<file path="src/rtl/apd_pkg.sv">
package apd_pkg;

  typedef enum logic [1:0] {
    POL_OPEN        = 2'd0,
    POL_OPEN_ADAPT  = 2'd1,
    POL_CLOSE       = 2'd2,
    POL_CLOSE_ADAPT = 2'd3
  } pagePolicy_e;

  // strobes from the control to the datapath
  typedef struct packed {
    logic update;    // commit the access to the bank table and outputs
    logic closeRow;  // the access carries auto-precharge
  } apdCtrl_t;

endpackage

</file>
<file path="src/rtl/apd_queue_scan.sv">
module apd_queue_scan #(
  parameter int QUEUE_DEPTH = 16,
  parameter int RANK_W      = 1,
  parameter int BANK_W      = 3,
  parameter int ROW_W       = 14
) (
  input  logic [QUEUE_DEPTH-1:0]             qValid,
  input  logic [QUEUE_DEPTH-1:0][RANK_W-1:0] qRank,
  input  logic [QUEUE_DEPTH-1:0][BANK_W-1:0] qBank,
  input  logic [QUEUE_DEPTH-1:0][ROW_W-1:0]  qRow,
  input  logic [RANK_W-1:0]                  curRank,
  input  logic [BANK_W-1:0]                  curBank,
  input  logic [ROW_W-1:0]                   curRow,
  output logic                               anyHit,
  output logic                               anyConflict
);

  logic [QUEUE_DEPTH-1:0] hitVec;
  logic [QUEUE_DEPTH-1:0] conflictVec;

  // slot 0 is the request under decision and never counts
  assign hitVec[0]      = 1'b0;
  assign conflictVec[0] = 1'b0;

  for (genvar i = 1; i < QUEUE_DEPTH; i++) begin : g_slot
    logic sameBank;
    assign sameBank       = qValid[i] && (qRank[i] == curRank) && (qBank[i] == curBank);
    assign hitVec[i]      = sameBank && (qRow[i] == curRow);
    assign conflictVec[i] = sameBank && (qRow[i] != curRow);
  end

  assign anyHit      = |hitVec;
  assign anyConflict = |conflictVec;

endmodule

</file>
<file path="src/rtl/apd_datapath.sv">
module apd_datapath
  import apd_pkg::*;
#(
  parameter int RANK_W      = 1,
  parameter int BANK_W      = 3,
  parameter int ROW_W       = 14,
  parameter int TIME_W      = 32,
  parameter int QUEUE_DEPTH = 16,
  parameter int MAX_ACC     = 4,
  parameter int BURST_BYTES = 64,
  parameter int T_RP        = 15,
  parameter int CNT_W       = 3,
  parameter int BYTE_W      = 9
) (
  input  logic                                clk,
  input  logic                                rstN,
  input  apdCtrl_t                            ctrl,
  input  logic                                reqIsRead,
  input  logic [RANK_W-1:0]                   reqRank,
  input  logic [BANK_W-1:0]                   reqBank,
  input  logic [ROW_W-1:0]                    reqRow,
  input  logic [TIME_W-1:0]                   bankFreeAt,
  input  logic [TIME_W-1:0]                   rasDoneAt,
  input  logic [QUEUE_DEPTH-1:0]              rdQValid,
  input  logic [QUEUE_DEPTH-1:0][RANK_W-1:0]  rdQRank,
  input  logic [QUEUE_DEPTH-1:0][BANK_W-1:0]  rdQBank,
  input  logic [QUEUE_DEPTH-1:0][ROW_W-1:0]   rdQRow,
  input  logic [QUEUE_DEPTH-1:0]              wrQValid,
  input  logic [QUEUE_DEPTH-1:0][RANK_W-1:0]  wrQRank,
  input  logic [QUEUE_DEPTH-1:0][BANK_W-1:0]  wrQBank,
  input  logic [QUEUE_DEPTH-1:0][ROW_W-1:0]   wrQRow,
  output logic                                capReached,
  output logic                                moreHits,
  output logic                                anyConflict,
  output logic                                decPrecharge,
  output logic [TIME_W-1:0]                   decPreDoneAt,
  output logic                                decRowHit,
  output logic [CNT_W-1:0]                    decRowCount,
  output logic [BYTE_W-1:0]                   decByteCount
);

  localparam int BIDX_W    = RANK_W + BANK_W;
  localparam int NUM_BANKS = 1 << BIDX_W;

  // per-bank row table
  logic [NUM_BANKS-1:0]             openValid;
  logic [NUM_BANKS-1:0][ROW_W-1:0]  openRow;
  logic [NUM_BANKS-1:0][CNT_W-1:0]  rowCnt;
  logic [NUM_BANKS-1:0][BYTE_W-1:0] byteCnt;

  logic [BIDX_W-1:0] bankIdx;
  logic              rowHit;
  logic [CNT_W-1:0]  nextCnt;
  logic [BYTE_W-1:0] nextBytes;
  logic [TIME_W-1:0] laterTime;

  assign bankIdx = {reqRank, reqBank};
  assign rowHit  = openValid[bankIdx] && (openRow[bankIdx] == reqRow);

  always_comb begin
    if (rowHit) begin
      nextCnt   = rowCnt[bankIdx] + CNT_W'(1);
      nextBytes = byteCnt[bankIdx] + BYTE_W'(BURST_BYTES);
    end else begin
      nextCnt   = CNT_W'(1);
      nextBytes = BYTE_W'(BURST_BYTES);
    end
  end

  assign capReached = (nextCnt == CNT_W'(MAX_ACC));
  assign laterTime  = (bankFreeAt > rasDoneAt) ? bankFreeAt : rasDoneAt;

  // queue selection by direction, then lookahead
  logic [QUEUE_DEPTH-1:0]             selValid;
  logic [QUEUE_DEPTH-1:0][RANK_W-1:0] selRank;
  logic [QUEUE_DEPTH-1:0][BANK_W-1:0] selBank;
  logic [QUEUE_DEPTH-1:0][ROW_W-1:0]  selRow;

  always_comb begin
    if (reqIsRead) begin
      selValid = rdQValid;
      selRank  = rdQRank;
      selBank  = rdQBank;
      selRow   = rdQRow;
    end else begin
      selValid = wrQValid;
      selRank  = wrQRank;
      selBank  = wrQBank;
      selRow   = wrQRow;
    end
  end

  apd_queue_scan #(
    .QUEUE_DEPTH(QUEUE_DEPTH),
    .RANK_W     (RANK_W),
    .BANK_W     (BANK_W),
    .ROW_W      (ROW_W)
  ) u_scan (
    .qValid     (selValid),
    .qRank      (selRank),
    .qBank      (selBank),
    .qRow       (selRow),
    .curRank    (reqRank),
    .curBank    (reqBank),
    .curRow     (reqRow),
    .anyHit     (moreHits),
    .anyConflict(anyConflict)
  );

  // bank table update
  always_ff @(posedge clk or negedge rstN) begin
    if (!rstN) begin
      openValid <= '0;
      openRow   <= '0;
      rowCnt    <= '0;
      byteCnt   <= '0;
    end else if (ctrl.update) begin
      openValid[bankIdx] <= !ctrl.closeRow;
      openRow[bankIdx]   <= reqRow;
      rowCnt[bankIdx]    <= nextCnt;
      byteCnt[bankIdx]   <= nextBytes;
    end
  end

  // registered decision
  always_ff @(posedge clk or negedge rstN) begin
    if (!rstN) begin
      decPrecharge <= 1'b0;
      decPreDoneAt <= '0;
      decRowHit    <= 1'b0;
      decRowCount  <= '0;
      decByteCount <= '0;
    end else if (ctrl.update) begin
      decPrecharge <= ctrl.closeRow;
      decPreDoneAt <= ctrl.closeRow ? (laterTime + TIME_W'(T_RP)) : '0;
      decRowHit    <= rowHit;
      decRowCount  <= nextCnt;
      decByteCount <= nextBytes;
    end
  end

  // byte count tracks access count on the row
  assert_bytes_track_count_R4: assert property (@(posedge clk) disable iff (!rstN)
    ctrl.update |=> (32'(decByteCount) == 32'(decRowCount) * BURST_BYTES));

  // count never leaves 1..MAX_ACC after an update
  assert_count_in_range_R5: assert property (@(posedge clk) disable iff (!rstN)
    ctrl.update |=> (decRowCount >= CNT_W'(1) && 32'(decRowCount) <= MAX_ACC));

endmodule

</file>
<file path="src/rtl/apd_ctrl.sv">
module apd_ctrl
  import apd_pkg::*;
(
  input  logic        clk,
  input  logic        rstN,
  input  logic        reqStrobe,
  input  logic [1:0]  pagePolicy,
  input  logic        capReached,
  input  logic        moreHits,
  input  logic        anyConflict,
  output apdCtrl_t    ctrl,
  output logic        decDone
);

  pagePolicy_e policy;
  logic        closeWanted;

  assign policy = pagePolicy_e'(pagePolicy);

  always_comb begin
    unique case (policy)
      POL_OPEN:        closeWanted = capReached;
      POL_OPEN_ADAPT:  closeWanted = capReached || (!moreHits && anyConflict);
      POL_CLOSE:       closeWanted = 1'b1;
      POL_CLOSE_ADAPT: closeWanted = capReached || !moreHits;
      default:         closeWanted = 1'b1;
    endcase
  end

  assign ctrl.update   = reqStrobe;
  assign ctrl.closeRow = closeWanted;

  always_ff @(posedge clk or negedge rstN) begin
    if (!rstN) decDone <= 1'b0;
    else       decDone <= reqStrobe;
  end

  // done follows each strobe by one cycle
  assert_done_after_strobe_R1: assert property (@(posedge clk) disable iff (!rstN)
    reqStrobe |=> decDone);

  // no done without a strobe
  assert_no_spurious_done_R1: assert property (@(posedge clk) disable iff (!rstN)
    !reqStrobe |=> !decDone);

endmodule

</file>
<file path="src/rtl/apd_top.sv">
module apd_top
  import apd_pkg::*;
#(
  parameter int RANK_W      = 1,
  parameter int BANK_W      = 3,
  parameter int ROW_W       = 14,
  parameter int TIME_W      = 32,
  parameter int QUEUE_DEPTH = 16,
  parameter int MAX_ACC     = 4,
  parameter int BURST_BYTES = 64,
  parameter int T_RP        = 15,
  localparam int CNT_W      = $clog2(MAX_ACC + 1),
  localparam int BYTE_W     = $clog2(MAX_ACC * BURST_BYTES + 1)
) (
  input  logic                                clk,
  input  logic                                rstN,
  input  logic                                reqStrobe,
  input  logic [1:0]                          pagePolicy,
  input  logic                                reqIsRead,
  input  logic [RANK_W-1:0]                   reqRank,
  input  logic [BANK_W-1:0]                   reqBank,
  input  logic [ROW_W-1:0]                    reqRow,
  input  logic [TIME_W-1:0]                   bankFreeAt,
  input  logic [TIME_W-1:0]                   rasDoneAt,
  input  logic [QUEUE_DEPTH-1:0]              rdQValid,
  input  logic [QUEUE_DEPTH-1:0][RANK_W-1:0]  rdQRank,
  input  logic [QUEUE_DEPTH-1:0][BANK_W-1:0]  rdQBank,
  input  logic [QUEUE_DEPTH-1:0][ROW_W-1:0]   rdQRow,
  input  logic [QUEUE_DEPTH-1:0]              wrQValid,
  input  logic [QUEUE_DEPTH-1:0][RANK_W-1:0]  wrQRank,
  input  logic [QUEUE_DEPTH-1:0][BANK_W-1:0]  wrQBank,
  input  logic [QUEUE_DEPTH-1:0][ROW_W-1:0]   wrQRow,
  output logic                                decDone,
  output logic                                decPrecharge,
  output logic [TIME_W-1:0]                   decPreDoneAt,
  output logic                                decRowHit,
  output logic [CNT_W-1:0]                    decRowCount,
  output logic [BYTE_W-1:0]                   decByteCount
);

  apdCtrl_t ctrl;
  logic     capReached;
  logic     moreHits;
  logic     anyConflict;

  apd_ctrl u_ctrl (
    .clk        (clk),
    .rstN       (rstN),
    .reqStrobe  (reqStrobe),
    .pagePolicy (pagePolicy),
    .capReached (capReached),
    .moreHits   (moreHits),
    .anyConflict(anyConflict),
    .ctrl       (ctrl),
    .decDone    (decDone)
  );

  apd_datapath #(
    .RANK_W     (RANK_W),
    .BANK_W     (BANK_W),
    .ROW_W      (ROW_W),
    .TIME_W     (TIME_W),
    .QUEUE_DEPTH(QUEUE_DEPTH),
    .MAX_ACC    (MAX_ACC),
    .BURST_BYTES(BURST_BYTES),
    .T_RP       (T_RP),
    .CNT_W      (CNT_W),
    .BYTE_W     (BYTE_W)
  ) u_dp (
    .clk         (clk),
    .rstN        (rstN),
    .ctrl        (ctrl),
    .reqIsRead   (reqIsRead),
    .reqRank     (reqRank),
    .reqBank     (reqBank),
    .reqRow      (reqRow),
    .bankFreeAt  (bankFreeAt),
    .rasDoneAt   (rasDoneAt),
    .rdQValid    (rdQValid),
    .rdQRank     (rdQRank),
    .rdQBank     (rdQBank),
    .rdQRow      (rdQRow),
    .wrQValid    (wrQValid),
    .wrQRank     (wrQRank),
    .wrQBank     (wrQBank),
    .wrQRow      (wrQRow),
    .capReached  (capReached),
    .moreHits    (moreHits),
    .anyConflict (anyConflict),
    .decPrecharge(decPrecharge),
    .decPreDoneAt(decPreDoneAt),
    .decRowHit   (decRowHit),
    .decRowCount (decRowCount),
    .decByteCount(decByteCount)
  );

  // the close policy always precharges
  assert_close_always_R2: assert property (@(posedge clk) disable iff (!rstN)
    (reqStrobe && pagePolicy == POL_CLOSE) |=> decPrecharge);

  // the open policy closes only at the access cap
  assert_open_only_at_cap_R3: assert property (@(posedge clk) disable iff (!rstN)
    (reqStrobe && pagePolicy == POL_OPEN) |=> (decPrecharge == (32'(decRowCount) == MAX_ACC)));

  // completion time of the precharge
  assert_pre_time_R11: assert property (@(posedge clk) disable iff (!rstN)
    reqStrobe |=> (decPrecharge
      ? (decPreDoneAt == (($past(bankFreeAt) > $past(rasDoneAt) ? $past(bankFreeAt) : $past(rasDoneAt))
                          + TIME_W'(T_RP)))
      : (decPreDoneAt == '0)));

endmodule

</file>
<file path="config.mk">
export PLATFORM = sky130hd
export DESIGN_NAME = apd_top
export DESIGN_NICKNAME = d
export VERILOG_FILES = /design/src/rtl/apd_pkg.sv /design/src/rtl/apd_queue_scan.sv /design/src/rtl/apd_datapath.sv /design/src/rtl/apd_ctrl.sv /design/src/rtl/apd_top.sv
export SDC_FILE = /design/constraint.sdc
export NUM_CORES = 2
export LEC_CHECK = 0
export BUFFER_PORTS_ARGS = -buffer_cell sky130_fd_sc_hd__buf_2
export CORE_AREA = 4 4 284 286
export DETAILED_ROUTE_END_ITERATION = 16
export DIE_AREA = 0 0 288 290
export SLEW_MARGIN = 25
export SYNTH_ARGS = -nofsm -noshare
export SYNTH_HDL_FRONTEND = slang
export SYNTH_SLANG_ARGS = --single-unit
</file>
<file path="constraint.sdc">
create_clock -name clk -period 7.28 [get_ports clk]
set_clock_uncertainty 0.05 [all_clocks]
set_input_delay 2.184 -clock clk [delete_from_list [all_inputs] [get_ports clk]]
set_output_delay 2.184 -clock clk [all_outputs]
set_load 0.01 [all_outputs]
</file>
# Word-level counts from Yosys, hierarchy flattened
# Index checks and enable logic that the tools add are counted.
# totals
reg_bits,479
inputBits,696
wordCells,225
# classes
addsub,3
magnitude_cmp,3
n_eq_ne,65
mux,29
n_reduce_logical,70
# op_table
operator,count
$bwmux W224,1
$eq A14 B14 Y1,16
$mux W224,1
$ne A14 B14 Y1,15
$bwmux W144,1
$mux W32,2
$logic_and A1 B1 Y1,63
$bmux W14 S4,1
$demux W14 S4,1
$bwmux W48,1
$mux W48,1
$eq A3 B3 Y1,15
$bmux W9 S4,1
$demux W9 S4,1
$add A32 B4 Y32 const B,1
$gt A32 B32 Y1,1
$mux W16,2
$reduce_or A15 Y1,2
$mux W14,2
$mux W9,3
$bwmux W16,1
$eq A1 B1 Y1,15
$bmux W3 S4,1
$demux W3 S4,1
15 further kinds,21

# Depth between registers and ports, before layout
# logic_depth
word_depth,12
depth_mapped,21

# Hierarchy
# From an unflattened synthesis, not the netlist that was laid out.
# hier_totals
hier_cells,3173
area_unflattened_um2,31152.4
# by_module_without_submodules
module,n_inst,cells_per_inst,area_each_um2
apd_datapath,1,2708,27388.8
apd_queue_scan,1,459,3706.1
apd_ctrl,1,6,57.6

# Worst setup path after synthesis
# Ideal clock, no wire load.
# synth_timing
path_kind,input to register
startpoint,input rasDoneAt[9]
endpoint,register u_dp.decPreDoneAt[22]
setup_time_ps,151
arrival_time_ps,5896
required_ps,7079
slack_ps,1183
cell_stages,19
n_path_buf,2
path_cell_list,inv_1 -> ha_1 -> nand4_1 -> or3_1 -> a21oi_1 -> o41ai_1 -> o21ai_0 -> clkbuf_1 -> clkbuf_1 -> a21oi_1 -> ha_1 -> and3_1 -> nor3_1 -> nand3_1 -> nor4_1 -> xnor2_1 -> nor2_1 -> a21oi_1 -> a211oi_2
# synth_between
elab_chain_cells,4
# synth_rtl
element,line_no,source
from (decl),apd_top.sv:24,"input logic [TIME_W-1:0] rasDoneAt,"
$gt A32 B32 Y1,apd_datapath.sv:71,assign laterTime = (bankFreeAt > rasDoneAt) ? bankFreeAt : rasDoneAt;
$mux W32 (*),apd_datapath.sv:71,
$add A32 B4 Y32 (*),apd_datapath.sv:135,decPreDoneAt <= ctrl.closeRow ? (laterTime + TIME_W'(T_RP)) : '0;
$mux W32 (*),apd_datapath.sv:135,
to (signal assigned),apd_datapath.sv:135,
to (decl),apd_datapath.sv:36,"output logic [TIME_W-1:0] decPreDoneAt,"
# Every way passes the cells marked *; elsewhere a longest branch is shown, timed or not.
# A chain may end at the register's enable or synchronous reset.

# Final worst setup path
# layout_timing
startpoint,input rasDoneAt[27]
endpoint,register u_dp.decPreDoneAt[28]
# The elaborated chain is that of the path after synthesis.

==> out/qor.yml <==
hold_path:
  hold_path.class: "register to register"
  hold_start: "u_dp.openRow[145]$_DFFE_PN0P_"
  hold_depth: 2
  whs_endpoint: "u_dp.openRow[145]$_DFFE_PN0P_"
sta:
  setup_viol: 0
  slew_headroom_pct: 28.23
  rsz0062_at_grt: "false"
  fin_setup_tns_ns: 0
  drv_slew: 0
  hold_violations: 0
  post-route-min-period_ns: 6.141
  period_share_pct: 84.36
  max_freq_mhz: 162.8
  worst_slew_pin_slew_ns: 1.073
clocking:
  tritoncts: "yes"
  path_clk_slew_ns: 0.06
  clock_sinks: 479
  worstSkewPairLatency_ns: 0.62
  h-tree-depth: 2
  clockRootBuffer: "clkbuf_16"
  post_cts_buffers: 0
  numCtsBuffers: 53
  ctsResizeCount: 0
  hold_buffers: 0
  clockBufferDepth: 3
pwr:
  seqPwrFrac_pct: 40.3
  p_comb_share_pct: 23.3
  vdd_drop_max_uv: 208.6
  clockPowerShare_pct: 36.4
  p_switching_w: 0.002397
  swShare_pct: 30.15
  leakagePower_nw: 17.01
  p_int_w: 0.005552
  pwr_density_cell_mw_per_mm2: 216.6
yosys:
  ys_ff_latch: 479
  ys_seq_area_share_pct: 39.75
  synth_cells: 3124
  syn_avg_cell_area_um2: 9.652
  synth.distinct_cells: 64
  netlist_area_mm2: 0.03015
  syn-num-nets: 3855
  synthArstFlopShare_pct: 100.0
  synth-edff-count: 0
  synthFlopType: "dfrtp_1"
  yosys_warnings: 0
finish:
  mostFrequentLayoutCells: "698 x buf_2, 688 x nand2_1, 479 x dfrtp_1"
  layout_commonest_cell: "buf_2"
  final_area_mm2: 0.03670
  nNetsFinal: 4448
  drive_gt1_share_pct: 29.19
  syn_to_final_growth_pct: 21.73
  utilization_pct: 46.84
  stdcell_count: 4871
global_routing:
  grt_busiest_layer: "met2"
  grt_overflow_total: 0
  grtUsageMet2_pct: 49.79
  grt_use_met3_pct: 13.33
  first_global_vias: 26308
  grt_pass1_wl_mm: 209.1
  use_met1_pct: 47.08
  grt_max_degree: 133
  grt_usage_pct: 35.68
  antenna_found_initial: 83
setup_path:
  worst_setup_path_end_kind: "register"
  cp-start-kind: "primary input"
  r2r_setup_slack_ns: 3.67
  worstPathCellList: "buf_2 > inv_1 > ha_1 > nand4_1 > nor4_1 > o41ai_1 > o21ai_4 > mux2i_1 > ha_1 > nor3b_1 > nor3_1 > nand3_1 > nor2b_1 > nand3_1 > xnor2_1 > mux2i_1 > a211oi_2"
  rr_startpoint: "u_dp.openRow[102]$_DFFE_PN0P_"
  cp_slowest_stage_delay_ns: 0.53
  timing.rr.end: "u_dp.openValid[15]$_DFFE_PN0P_"
  crit_type: "primary input to register"
  critPathRequiredTime_ns: 7.73
  crit_start: "rasDoneAt[27]"
  arrival_ns: 6.59
  cp_slowest_cell: "o21ai_4"
  critical_path.max_fanout: 21
  reg2reg_depth: 9
route:
  viasPerCell: 5.662
  post_drt_wl_per_cell_um: 31.42
  drc: 0
  dr.first_iter.drc_count: 3281
  firstDrtPassIters: 6
  vias: 27580
  drt.antenna.violating_nets: 0
  wirelength_mm: 153.1
place:
  dp.cells: 4712
  routabilityCongestion: 1.113
  place_area_mm2: 0.03467
  hpwl_mm: 118.7
  numPortBuffers: 704
floorplan:
  core_mm2: 0.07836
  ios: 743
  start_util_pct: 38.48
  dieArea_mm2: 0.08352
  die_h_um: 290
  die_w_um: 288
  num_rows: 103
status:
  status: "finished, final reports clean"
run:
  cap_violations: 0
flip-flops by register name, indices dropped and copies added, names as in the netlist, 3 cells and up:
name / count
u_dp.decRowCount: 3
u_dp.byteCnt: 144
u_dp.openRow: 224
u_dp.decByteCount: 9
u_dp.decPreDoneAt: 32
u_dp.rowCnt: 48
u_dp.openValid: 16
critical path, delay by kind of cell:
family          cells  cell delay [ns]
compound gates      3             0.97
mux                 2             0.35
buf+inv             2             0.21
fa+ha+maj           2             0.60
simple gates        7             2.12
xor+xnor            1             0.15
metrics by stage:
| stage | hold slack [ns] | worst slack [ns] | power (W) |
|---|---|---|---|
| global route | 0.4447 | 0.7587 | 0.008268 |
| floorplan | 0.3909 | 1.183 | 0.004311 |
| finish | 0.4238 | 1.139 | 0.007948 |
| global placement | 0.4043 | 0.7237 | 0.005014 |
| detailed placement | 0.4074 | 0.6310 | 0.005056 |
| CTS | 0.4228 | 1.235 | 0.007950 |
synth_stat cells (3+ instances only):
library cell / instances / area, um^2
a21oi_1: 26 / 130.1
a22oi_1: 10 / 75.07
nand4_1: 39 / 244.0
dfrtp_1: 479 / 11990
o211ai_1: 17 / 127.6
a211oi_1: 4 / 30.03
o21ai_0: 281 / 1406
buf_4: 10 / 75.07
a31oi_1: 10 / 62.56
ha_1: 35 / 437.9
mux2_2: 48 / 540.5
nand3_1: 45 / 225.2
nand2_2: 8 / 50.05
inv_1: 57 / 214.0
a211oi_2: 28 / 350.3
nor4_1: 67 / 419.2
buf_6: 8 / 90.09
nand2_1: 689 / 2586
mux4_2: 119 / 2680
or3_1: 5 / 31.28
nor2b_1: 11 / 68.82
buf_1: 16 / 60.06
o31ai_1: 19 / 142.6
nand2b_1: 20 / 125.1
nor3_1: 22 / 110.1
and2_1: 3 / 18.77
mux2i_1: 295 / 2953
or4_1: 6 / 45.04
xnor2_1: 297 / 2601
buf_2: 69 / 345.3
nor2_1: 129 / 484.2
a21o_1: 4 / 30.03
and3_1: 9 / 56.30
clkbuf_1: 140 / 525.5
xor2_1: 31 / 271.5
o22ai_1: 19 / 118.9
o21ai_1: 17 / 85.08
cells by family after synthesis:
kind of cell	count (synthesis)	synth area share, %
AO/OA/AOI/OAI	454	9.200
XOR/XNOR	328	9.528
adder cells (fa/ha/maj)	35	1.452
buffers and inverters	303	4.473
flip-flops	479	39.75
multiplexers	462	20.47
AND/OR/NAND/NOR	1063	15.12
final cells by class:
type,instances,area (um^2)
well taps,1050,1314
multi-input cells,2342,16870
repair buffers,783,4283
fillers,7674,41650
diodes,60,150.1
clock buffers,72,1498
inverters,58,217.7
flip-flops and latches,479,11990
clock inverters,27,381.6
routing by layer:
layer | vias up | share of wire, % | wire [um]
li1 | 12116 | - | -
met1 | 13585 | 39 | 60120
met2 | 1533 | 41 | 63410
met3 | 330 | 12 | 18920
met4 | 16 | 6.9 | 10500
met5 | - | 0.068 | 104
power groups by stage:
stage	Combinational [W]	Sequential [W]	Clock, W
final	0.00185	0.00320	0.00289
after global routing	0.00200	0.00324	0.00303
after CTS	0.00182	0.00319	0.00293
after detailed placement	0.00182	0.00324	0
after global placement	0.00179	0.00323	0
after floorplan	0.00111	0.00320	0
worst max-delay path by stage:
| stage | end | slack [ns] |
|---|---|---|
| CTS | u_dp.decPreDoneAt[28]$_DFFE_PN0P_ | 1.24 |
| global placement | u_dp.decPreDoneAt[22]$_DFFE_PN0P_ | 0.72 |
| finish | u_dp.decPreDoneAt[28]$_DFFE_PN0P_ | 1.14 |
| detailed placement | u_dp.decPreDoneAt[28]$_DFFE_PN0P_ | 0.63 |
| global route | u_dp.decPreDoneAt[28]$_DFFE_PN0P_ | 0.76 |
| floorplan | u_dp.decPreDoneAt[22]$_DFFE_PN0P_ | 1.18 |
Note: power is estimated with default switching activity, not from simulation.
